File: config.mk
export PLATFORM = sky130hd
export DESIGN_NAME = cardclk_phase_gen
export DESIGN_NICKNAME = d
export VERILOG_FILES = /design/src/rtl/clkph_pkg.sv /design/src/rtl/clkph_ctrl_reg.sv /design/src/rtl/clkph_div_core.sv /design/src/rtl/clkph_tap.sv /design/src/rtl/cardclk_phase_gen.sv
export SDC_FILE = /design/constraint.sdc
export NUM_CORES = 1
export LEC_CHECK = 0
export BUFFER_PORTS_ARGS = -buffer_cell sky130_fd_sc_hd__buf_2
export CAP_MARGIN = 10
export CORE_MARGIN = 1.5
export CORE_UTILIZATION = 53
export CTS_BUF_LIST = sky130_fd_sc_hd__clkbuf_8 sky130_fd_sc_hd__clkbuf_16
export DETAILED_ROUTE_END_ITERATION = 7
export GPL_TIMING_DRIVEN = 0
export HOLD_SLACK_MARGIN = 0.06
export PLACE_DENSITY = 0.72
export SYNTH_ARGS = -nofsm -noshare
export SYNTH_HDL_FRONTEND = slang
export SYNTH_SLANG_ARGS = --single-unit
File: constraint.sdc
create_clock -name par_clk_i -period 18 [get_ports par_clk_i]
set_input_delay 1.8 -clock par_clk_i [delete_from_list [all_inputs] [get_ports par_clk_i]]
set_output_delay 1.8 -clock par_clk_i [all_outputs]
set_load 0.01 [all_outputs]
File: src/rtl/clkph_pkg.sv
package clkph_pkg;

  // Register layout
  parameter int unsigned REG_W     = 32;
  parameter int unsigned DIV_W     = 4;
  parameter int unsigned PH_W      = 3;
  parameter int unsigned NTAPS     = 2;
  parameter int unsigned EN_BIT    = 31;
  parameter int unsigned RATIO_LSB = 0;

  // Derived sizes
  localparam int unsigned HIST_D = (1 << PH_W) - 1;
  localparam int unsigned CNT_W  = DIV_W + 1;

  typedef logic [PH_W-1:0] code_t;

  typedef struct packed {
    logic                        en;
    logic [DIV_W-1:0]            ratio_m1;
    logic [NTAPS-1:0][PH_W-1:0]  code;
  } cfg_t;

  // Bit position of the phase field for tap i (0 = drive, 1 = sample)
  function automatic int unsigned tap_lsb(input int unsigned idx);
    return (idx == 0) ? 8 : 20;
  endfunction

  // Nonzero code reduced modulo the ratio by repeated subtraction
  function automatic code_t phase_wrap(input code_t code,
                                       input logic [CNT_W-1:0] ratio);
    logic [CNT_W-1:0] rem;
    rem = {{(CNT_W-PH_W){1'b0}}, code};
    for (int i = 0; i < (1 << PH_W); i++) begin
      if (rem >= ratio) rem = rem - ratio;
    end
    return rem[PH_W-1:0];
  endfunction

endpackage

File: src/rtl/clkph_ctrl_reg.sv
module clkph_ctrl_reg
  import clkph_pkg::*;
(
  input  logic             clk_i,
  input  logic             rst_ni,
  input  logic             wr_en_i,
  input  logic [REG_W-1:0] wdata_i,
  output logic [REG_W-1:0] rdata_o,
  output cfg_t             cfg_o
);

  logic [REG_W-1:0] ctrl_q;

  always_ff @(posedge clk_i or negedge rst_ni) begin
    if (!rst_ni)      ctrl_q <= '0;
    else if (wr_en_i) ctrl_q <= wdata_i;
  end

  assign rdata_o = ctrl_q;

  always_comb begin
    cfg_o.en       = ctrl_q[EN_BIT];
    cfg_o.ratio_m1 = ctrl_q[RATIO_LSB +: DIV_W];
    for (int t = 0; t < NTAPS; t++) begin
      cfg_o.code[t] = ctrl_q[tap_lsb(t) +: PH_W];
    end
  end

  // a write is visible on the read port right after its edge
  assert_readback_R8: assert property (@(posedge clk_i) disable iff (!rst_ni)
    wr_en_i |=> (rdata_o == $past(wdata_i)));

endmodule

File: src/rtl/clkph_div_core.sv
module clkph_div_core
  import clkph_pkg::*;
(
  input  logic                       clk_i,
  input  logic                       rst_ni,
  input  cfg_t                       cfg_i,
  output logic                       run_o,
  output logic                       card_nxt_o,
  output logic                       card_o,
  output logic [NTAPS-1:0]           inv_o,
  output logic [NTAPS-1:0][PH_W-1:0] dly_o
);

  logic [DIV_W-1:0]            cnt_q;
  logic [DIV_W-1:0]            m1_q;
  logic [CNT_W-1:0]            half_q;
  logic                        run_q;
  logic                        card_q;
  logic [NTAPS-1:0]            inv_q;
  logic [NTAPS-1:0][PH_W-1:0]  dly_q;
  logic                        boundary;
  logic [CNT_W-1:0]            ratio_new;

  // Settings are adopted when idle or when the last cycle of a period ends
  assign boundary  = !run_q || (cnt_q == m1_q);
  assign ratio_new = {1'b0, cfg_i.ratio_m1} + CNT_W'(1);

  always_ff @(posedge clk_i or negedge rst_ni) begin
    if (!rst_ni) begin
      cnt_q  <= '0;
      m1_q   <= '0;
      half_q <= CNT_W'(1);
      run_q  <= 1'b0;
      inv_q  <= '1;
      dly_q  <= '0;
    end else if (boundary) begin
      cnt_q  <= '0;
      m1_q   <= cfg_i.ratio_m1;
      half_q <= (ratio_new + CNT_W'(1)) >> 1;
      run_q  <= cfg_i.en;
      for (int t = 0; t < NTAPS; t++) begin
        inv_q[t] <= (cfg_i.code[t] == '0);
        dly_q[t] <= phase_wrap(cfg_i.code[t], ratio_new);
      end
    end else begin
      cnt_q <= cnt_q + DIV_W'(1);
    end
  end

  assign card_nxt_o = run_q && ({1'b0, cnt_q} < half_q);

  always_ff @(posedge clk_i or negedge rst_ni) begin
    if (!rst_ni) card_q <= 1'b0;
    else         card_q <= card_nxt_o;
  end

  assign run_o  = run_q;
  assign card_o = card_q;
  assign inv_o  = inv_q;
  assign dly_o  = dly_q;

  // the counter never leaves the active period
  assert_cnt_in_period_R2: assert property (@(posedge clk_i) disable iff (!rst_ni)
    cnt_q <= m1_q);

  // card rising edges only start a period
  assert_rise_on_boundary_R2: assert property (@(posedge clk_i) disable iff (!rst_ni)
    $rose(card_q) |-> ($past(cnt_q) == '0));

  // card clock stays low while gated
  assert_gate_low_R7: assert property (@(posedge clk_i) disable iff (!rst_ni)
    !run_q |=> !card_q);

  // active ratio held until the period finishes
  assert_cfg_hold_R9: assert property (@(posedge clk_i) disable iff (!rst_ni)
    (run_q && (cnt_q != m1_q)) |=> ($stable(m1_q) && $stable(half_q)));

endmodule

File: src/rtl/clkph_tap.sv
module clkph_tap
  import clkph_pkg::*;
(
  input  logic  clk_i,
  input  logic  rst_ni,
  input  logic  run_i,
  input  logic  card_nxt_i,
  input  logic  inv_i,
  input  code_t dly_i,
  output logic  tap_o
);

  logic [HIST_D-1:0] hist_q;
  logic              sel;
  logic              tap_q;

  always_ff @(posedge clk_i or negedge rst_ni) begin
    if (!rst_ni) hist_q <= '0;
    else         hist_q <= {hist_q[HIST_D-2:0], card_nxt_i};
  end

  always_comb begin
    if (inv_i)             sel = run_i && !card_nxt_i;
    else if (dly_i == '0)  sel = card_nxt_i;
    else                   sel = hist_q[dly_i - code_t'(1)];
  end

  always_ff @(posedge clk_i or negedge rst_ni) begin
    if (!rst_ni) tap_q <= 1'b0;
    else         tap_q <= sel;
  end

  assign tap_o = tap_q;

  // once gated and the history has drained, the tap stays low
  assert_tap_idle_low_R7: assert property (@(posedge clk_i) disable iff (!rst_ni)
    (!run_i && (hist_q == '0)) |=> !tap_q);

endmodule

File: src/rtl/cardclk_phase_gen.sv
module cardclk_phase_gen
  import clkph_pkg::*;
(
  input  logic        par_clk_i,
  input  logic        rst_ni,
  input  logic        cfg_wr_en_i,
  input  logic [31:0] cfg_wdata_i,
  output logic [31:0] cfg_rdata_o,
  output logic        card_clk_o,
  output logic        drv_clk_o,
  output logic        smp_clk_o
);

  cfg_t                       cfg;
  logic                       run;
  logic                       card_nxt;
  logic [NTAPS-1:0]           inv;
  logic [NTAPS-1:0][PH_W-1:0] dly;
  logic [NTAPS-1:0]           taps;

  clkph_ctrl_reg u_reg (
    .clk_i   (par_clk_i),
    .rst_ni  (rst_ni),
    .wr_en_i (cfg_wr_en_i),
    .wdata_i (cfg_wdata_i),
    .rdata_o (cfg_rdata_o),
    .cfg_o   (cfg)
  );

  clkph_div_core u_core (
    .clk_i      (par_clk_i),
    .rst_ni     (rst_ni),
    .cfg_i      (cfg),
    .run_o      (run),
    .card_nxt_o (card_nxt),
    .card_o     (card_clk_o),
    .inv_o      (inv),
    .dly_o      (dly)
  );

  for (genvar t = 0; t < NTAPS; t++) begin : g_tap
    clkph_tap u_tap (
      .clk_i      (par_clk_i),
      .rst_ni     (rst_ni),
      .run_i      (run),
      .card_nxt_i (card_nxt),
      .inv_i      (inv[t]),
      .dly_i      (dly[t]),
      .tap_o      (taps[t])
    );
  end

  assign drv_clk_o = taps[0];
  assign smp_clk_o = taps[1];

  // all outputs low in the first cycle after reset release
  assert_reset_quiet_R1: assert property (@(posedge par_clk_i) disable iff (!rst_ni)
    $rose(rst_ni) |-> !(card_clk_o || drv_clk_o || smp_clk_o));

endmodule

# After elaboration in Yosys (flattened, before gate mapping)
# Index checks and enable logic that the tools add are counted.
[totals] register_bits=70 output_inout_bits=35 wordCells=102
[op_classes] add_sub_neg=21 order_cmp=19 n_eq_ne=1 n_mux=39 n_reduce_logical=9
[ops] operator="5-bit 2-to-1 mux" n=28
[ops] operator="5-bit >= comparator" n=14
[ops] operator="5-bit subtractor" n=12
[ops] operator="3-bit zero test" n=4
[ops] operator="3-bit by 5-bit >= comparator with 1-bit output" n=2
[ops] operator="3-bit by 5-bit subtractor with 5-bit output" n=2
[ops] operator="3-bit by 4-bit less-than comparator with 1-bit output (second input constant)" n=2
[ops] operator="1-bit binary-select mux with 3-bit select" n=2
[ops] operator="1-bit 2-to-1 mux" n=6
[ops] operator="3-bit 2-to-1 mux" n=2
[ops] operator="3-bit by 1-bit subtractor with 3-bit output (second input constant)" n=2
[ops] operator="3-bit subtractor" n=2
[ops] operator="4-bit by 1-bit adder with 5-bit output (second input constant)" n=1
[ops] operator="5-bit by 1-bit adder with 5-bit output (second input constant)" n=1
[ops] operator="4-bit by 1-bit adder with 4-bit output (second input constant)" n=1
[ops] operator="4-bit == test" n=1
[ops] operator="4-bit less-than comparator" n=1
[ops] operator="4-bit 2-to-1 mux" n=1
[ops] operator="1-bit logical AND" n=2
[ops] operator="1-bit zero test" n=2
[ops] operator="1-bit logical OR" n=1

# Longest topological paths before layout
[depth] depth_word=24 mapped_depth=67 ltp_nobuf=65

# By module
# A second synthesis with hierarchy kept.
[unflattened] hier_cells=1019 hier_area_um2=8719.6
[modules_own_cells] mod="clkph_div_core" instances=1 cells_each=890 area_each_um2=6606.3 seq_area_each_um2=554.3
[modules_own_cells] mod="clkph_ctrl_reg" instances=1 cells_each=79 area_each_um2=1427.6 seq_area_each_um2=800.8
[modules_own_cells] mod="clkph_tap" instances=2 cells_each=25 area_each_um2=342.8 seq_area_each_um2=200.2

# Worst setup path before layout
# OpenSTA, ideal clock, no wires.
[synth_timing] kind="reg2reg" from="reg u_reg.ctrl_q[0] (netlist: u_reg.rdata_o[0])" to="reg u_core.dly_q (netlist bit u_core.dly_o[0])" setup_time_ns=0.073 arrival_ns=13.231 required_time_ns=17.927 setup_slack_ns=4.696 stages_incl_launch_ff=62 path_cell_list="dfrtp_1 -> inv_1 -> ha_1 -> buf_2 -> clkbuf_1 -> clkbuf_1 -> clkbuf_1 -> clkbuf_1 -> a21oi_1 -> xnor2_1 -> nor2_1 -> xor2_1 -> ha_1 -> o21ai_0 -> a21oi_1 -> o21ai_0 -> nand2_1 -> o22a_1 -> (+26 left out) -> mux2_2 -> ha_1 -> nor3_1 -> mux2i_1 -> a32o_2 -> o22ai_4 -> inv_1 -> nand4_1 -> o21ai_0 -> or2_2 -> a21oi_1 -> ha_1 -> o211ai_1 -> a211oi_1 -> o22ai_1 -> o21ai_2 -> mux2_4 -> a21oi_2"
[synth_via] elab_chain_cells=24
[synth_lines] element="from (decl)" line_no="clkph_ctrl_reg.sv:12" text="logic [REG_W-1:0] ctrl_q;"
[synth_lines] element="from (signal assigned)" line_no="clkph_ctrl_reg.sv:16" text="else if (wr_en_i) ctrl_q <= wdata_i;"
[synth_lines] element="4-bit by 1-bit adder with 5-bit output (*)" line_no="clkph_div_core.sv:26" text="assign ratio_new = {1'b0, cfg_i.ratio_m1} + CNT_W'(1);"
[synth_lines] element="3-bit by 5-bit subtractor with 5-bit output / 3-bit by 5-bit >= comparator with 1-bit output (equally long branches)" line_no="clkph_pkg.sv:34" text="if (rem >= ratio) rem = rem - ratio;"
[synth_lines] element="5-bit 2-to-1 mux" line_no="clkph_pkg.sv:34"
[synth_lines] element="5-bit 2-to-1 mux" line_no="clkph_div_core.sv:36" text="end else if (boundary) begin"
[synth_lines] element="5-bit subtractor / 5-bit >= comparator (equally long branches)" line_no="clkph_pkg.sv:34"
[synth_lines] element="5-bit 2-to-1 mux" line_no="clkph_pkg.sv:34"
[synth_lines] element="5-bit 2-to-1 mux" line_no="clkph_div_core.sv:36"
[synth_lines] element="5-bit subtractor / 5-bit >= comparator (equally long branches)" line_no="clkph_pkg.sv:34"
[synth_lines] element="(+8 left out)"
[synth_lines] element="5-bit subtractor / 5-bit >= comparator (equally long branches)" line_no="clkph_pkg.sv:34"
[synth_lines] element="5-bit 2-to-1 mux" line_no="clkph_pkg.sv:34"
[synth_lines] element="5-bit 2-to-1 mux" line_no="clkph_div_core.sv:36"
[synth_lines] element="5-bit subtractor / 5-bit >= comparator (equally long branches)" line_no="clkph_pkg.sv:34"
[synth_lines] element="5-bit 2-to-1 mux" line_no="clkph_pkg.sv:34"
[synth_lines] element="5-bit 2-to-1 mux" line_no="clkph_div_core.sv:36"
[synth_lines] element="5-bit >= comparator / 3-bit subtractor (equally long branches)" line_no="clkph_pkg.sv:34"
[synth_lines] element="3-bit 2-to-1 mux (*)" line_no="clkph_pkg.sv:34"
[synth_lines] element="to (signal, indexed assignment)" line_no="clkph_div_core.sv:43" text="dly_q[t] <= phase_wrap(cfg_i.code[t], ratio_new);"
[synth_lines] element="to (decl)" line_no="clkph_div_core.sv:20" text="logic [NTAPS-1:0][PH_W-1:0] dly_q;"
# Mark *: on every way between the ends. The rest lies on a longest branch, timed or not. The select of a mux whose other input is x is not followed.
# A chain may end at the register's enable or synchronous reset.

# Worst setup path in the final report
# Ends and elaborated chain as after synthesis.

==> impl_metrics.ini <==
[critical_path]
endpoint_kind = flop
reg2reg_depth = 61
critPathMostFrequentCell = ha_1
reg2reg_from = u_reg.rdata_o[0]
start_kind = flop
reg2reg_slack_ns = 1.97
r2r_end = u_core.dly_o[0]
slowest_delay_ns = 0.58
cp_slowest_cell = ha_1
path_class = flop to flop
critPathMaxFanout = 19
worstPathArrival_ns = 16.29
critPathRequiredTime_ns = 18.26

[yosys]
synth_cell_type_count = 110
synth_cells = 899
ys_warn_count = 0
syn_area_um2 = 7900
ys.flop_type = dfrtp_1
ys_seq_elements = 62
synthArstFlopShare = 1.00
yosysTopAreaCell = dfrtp_1
synth_edf_count = 0
synth.avg_cell_area_um2 = 8.79
synth_area_leaders = dfrtp_1, ha_1, mux2_2
ys_seq_area_frac = 0.197
synth_top_area_frac = 0.187
synth_nets = 1016

[clock_network]
cts_sinks = 62
ctsHoldBuffers = 0
numCtsBuffers = 9
cts_tree = yes
cts_root_buf = clkbuf_16
cts.path.max_buffers = 2
ctsHtreeMaxLevel = 3
cts.clk_slew.worst_paths_ns = 0.05
cts_resized = 0
clk_latency_ns = 0.33
postCtsSetupBuffers = 0

[final_layout]
final_common_cell = ha_1
design_area_um2 = 8830
fin_nets = 1098
diodes = 0
final_cell_mix = ha_1, buf_2, nand2_1, dfrtp_1, mux2_2
fillerInstances = 1285
area_growth_pct = 11.8
drive_gt1_frac = 0.221

[place]
place.port_buffers = 68
place.gp.congestion = 0.903
dpl-instance-area_um2 = 8530
hpwl_um = 15500

[detailed_routing]
drc = 0
postRouteWirelength_um = 20300
final_antenna_net_count = 0
firstDrtPassIters = 5
route.vias.total = 7181
wl_per_cell_um = 17.3
drt-initial-drc-count = 443
via_per_inst = 6.14

[grt]
grt_pass1_wl_um = 34400
grt.total_usage = 0.263
grt_antenna_before_repair = 0
grt_max_degree = 41
grt.overflow.total = 0
grt_pass1_vias = 7061

[hold_path]
hold_depth = 0
hp-start = g_tap[1].u_tap.hist_q[3]
hold_path.class = flop to flop
holdPathEnd = g_tap[1].u_tap.hist_q[4]

[job]
maxCapViolCount = 0

[timing]
period_minus_slack_ns = 16.03
max_clock_freq_mhz = 62.4
setup_viol = 0
finClkSkew_ns = 0.00562
slew_violations = 0
rsz0062_at_grt = false
slew_headroom = 0.356
fin_crit_sh = 0.890
final.setup.tns_ns = 0
hold_viol = 0
worst_slew_pin_slew_ns = 0.963

[floorplanning]
start_util = 0.544
die_height_um = 125
coreArea_um2 = 14500
rows = 44
dieArea_um2 = 15700
pin_count = 70
fp.dieW_um = 125

[run_status]
status = completed
## cells in the mapped netlist (5+ instances only)
cell type / instances
or3_1: 7
a21oi_1: 50
a211o_1: 5
a31o_2: 7
nor3_1: 15
a21o_1: 16
nor2_1: 47
nand2_1: 67
and3_1: 9
o21ai_0: 43
a31oi_1: 18
ha_1: 80
o2111ai_1: 8
mux2i_1: 12
nand3_1: 23
and2_1: 10
o22ai_1: 9
mux2_2: 55
or2_2: 6
xnor2_1: 31
buf_1: 7
dfrtp_1: 59
inv_1: 51
xor2_1: 27
o21a_1: 8
nor2b_1: 15
o21ai_1: 6
o211ai_1: 11
nand2b_1: 13
nand4_1: 5
a21boi_0: 5
maj3_1: 6
mux2_4: 6
clkbuf_1: 21
a211oi_1: 6
## per-stage QoR
step           hold slack (ns)  std cells  utilization  setup slack [ns]
6_report                 0.393       1170        0.608              1.97
5_1_grt                  0.410       1170        0.608             0.742
4_1_cts                  0.398       1170        0.608              2.15
3_5_place_dp             0.377       1154        0.587              2.23
3_3_place_gp             0.387       1151        0.583              2.22
2_1_floorplan            0.364        899            -              4.70
## sequential cells by signal, indices dropped and copies added (netlist names)
signal,cells
g_tap.u_tap.hist_q,7
g_tap.u_tap.tap_o,2
u_core.cnt_q,4
u_core.dly_o,6
u_core.half_q,4
u_core.inv_o,2
u_core.m1_q,4
u_core.run_o,1
u_reg.rdata_o,32
## routing by layer
| metal | part of all wire | GRT usage | routed length, um |
|---|---|---|---|
| met4 | 0.029 | 0.0889 | 597 |
| met5 | 0 | 0 | 0 |
| met3 | 0.040 | 0.0325 | 810 |
| met2 | 0.46 | 0.431 | 9350 |
| met1 | 0.47 | 0.360 | 9500 |
## layout make-up
type,instances,area [um^2],area share
multi-input cells,750,6000,0.680
repair buffers,71,390,0.0442
inverters,52,195,0.0221
clock inverters,6,62.6,0.00708
well taps,184,230,0.0261
plain buffers,35,158,0.0178
clock buffers,10,239,0.0271
flip-flops and latches,62,1560,0.176
## logic make-up after synthesis
family          count (synthesis)  share of synthesized area
compound gates                280                      0.269
xor+xnor                       62                     0.0755
fa+ha+maj                      89                      0.141
buf+inv                        87                     0.0446
flops                          62                      0.197
mux                            76                      0.112
simple gates                  243                      0.161
## worst max-delay path, delay by kind of cell (launching register included)
kind                     cells  cell delay (ns)
AND/OR/NAND/NOR             14             2.55
adder cells (fa/ha/maj)      8             2.78
buffers and inverters        7             2.73
XOR/XNOR                     2             0.38
multiplexers                 5             1.57
flip-flops                   1             0.52
AO/OA/AOI/OAI               25             5.44
## how the worst max path moves through the flow
stage,startpoint,end,slack (ns),depth (start not counted)
after floorplan,u_reg.rdata_o[0],u_core.dly_o[0],4.70,61
after global placement,u_reg.rdata_o[0],u_core.dly_o[0],2.22,61
after detailed placement,u_reg.rdata_o[0],u_core.dly_o[0],2.23,61
after CTS,u_reg.rdata_o[0],u_core.dly_o[0],2.15,61
after global routing,u_reg.rdata_o[0],u_core.dly_o[0],0.74,63
final,u_reg.rdata_o[0],u_core.dly_o[0],1.97,61
Power is left out: the tool's default activity adds up to more than one toggle a clock period on the data nets, which glitch-free logic cannot reach.
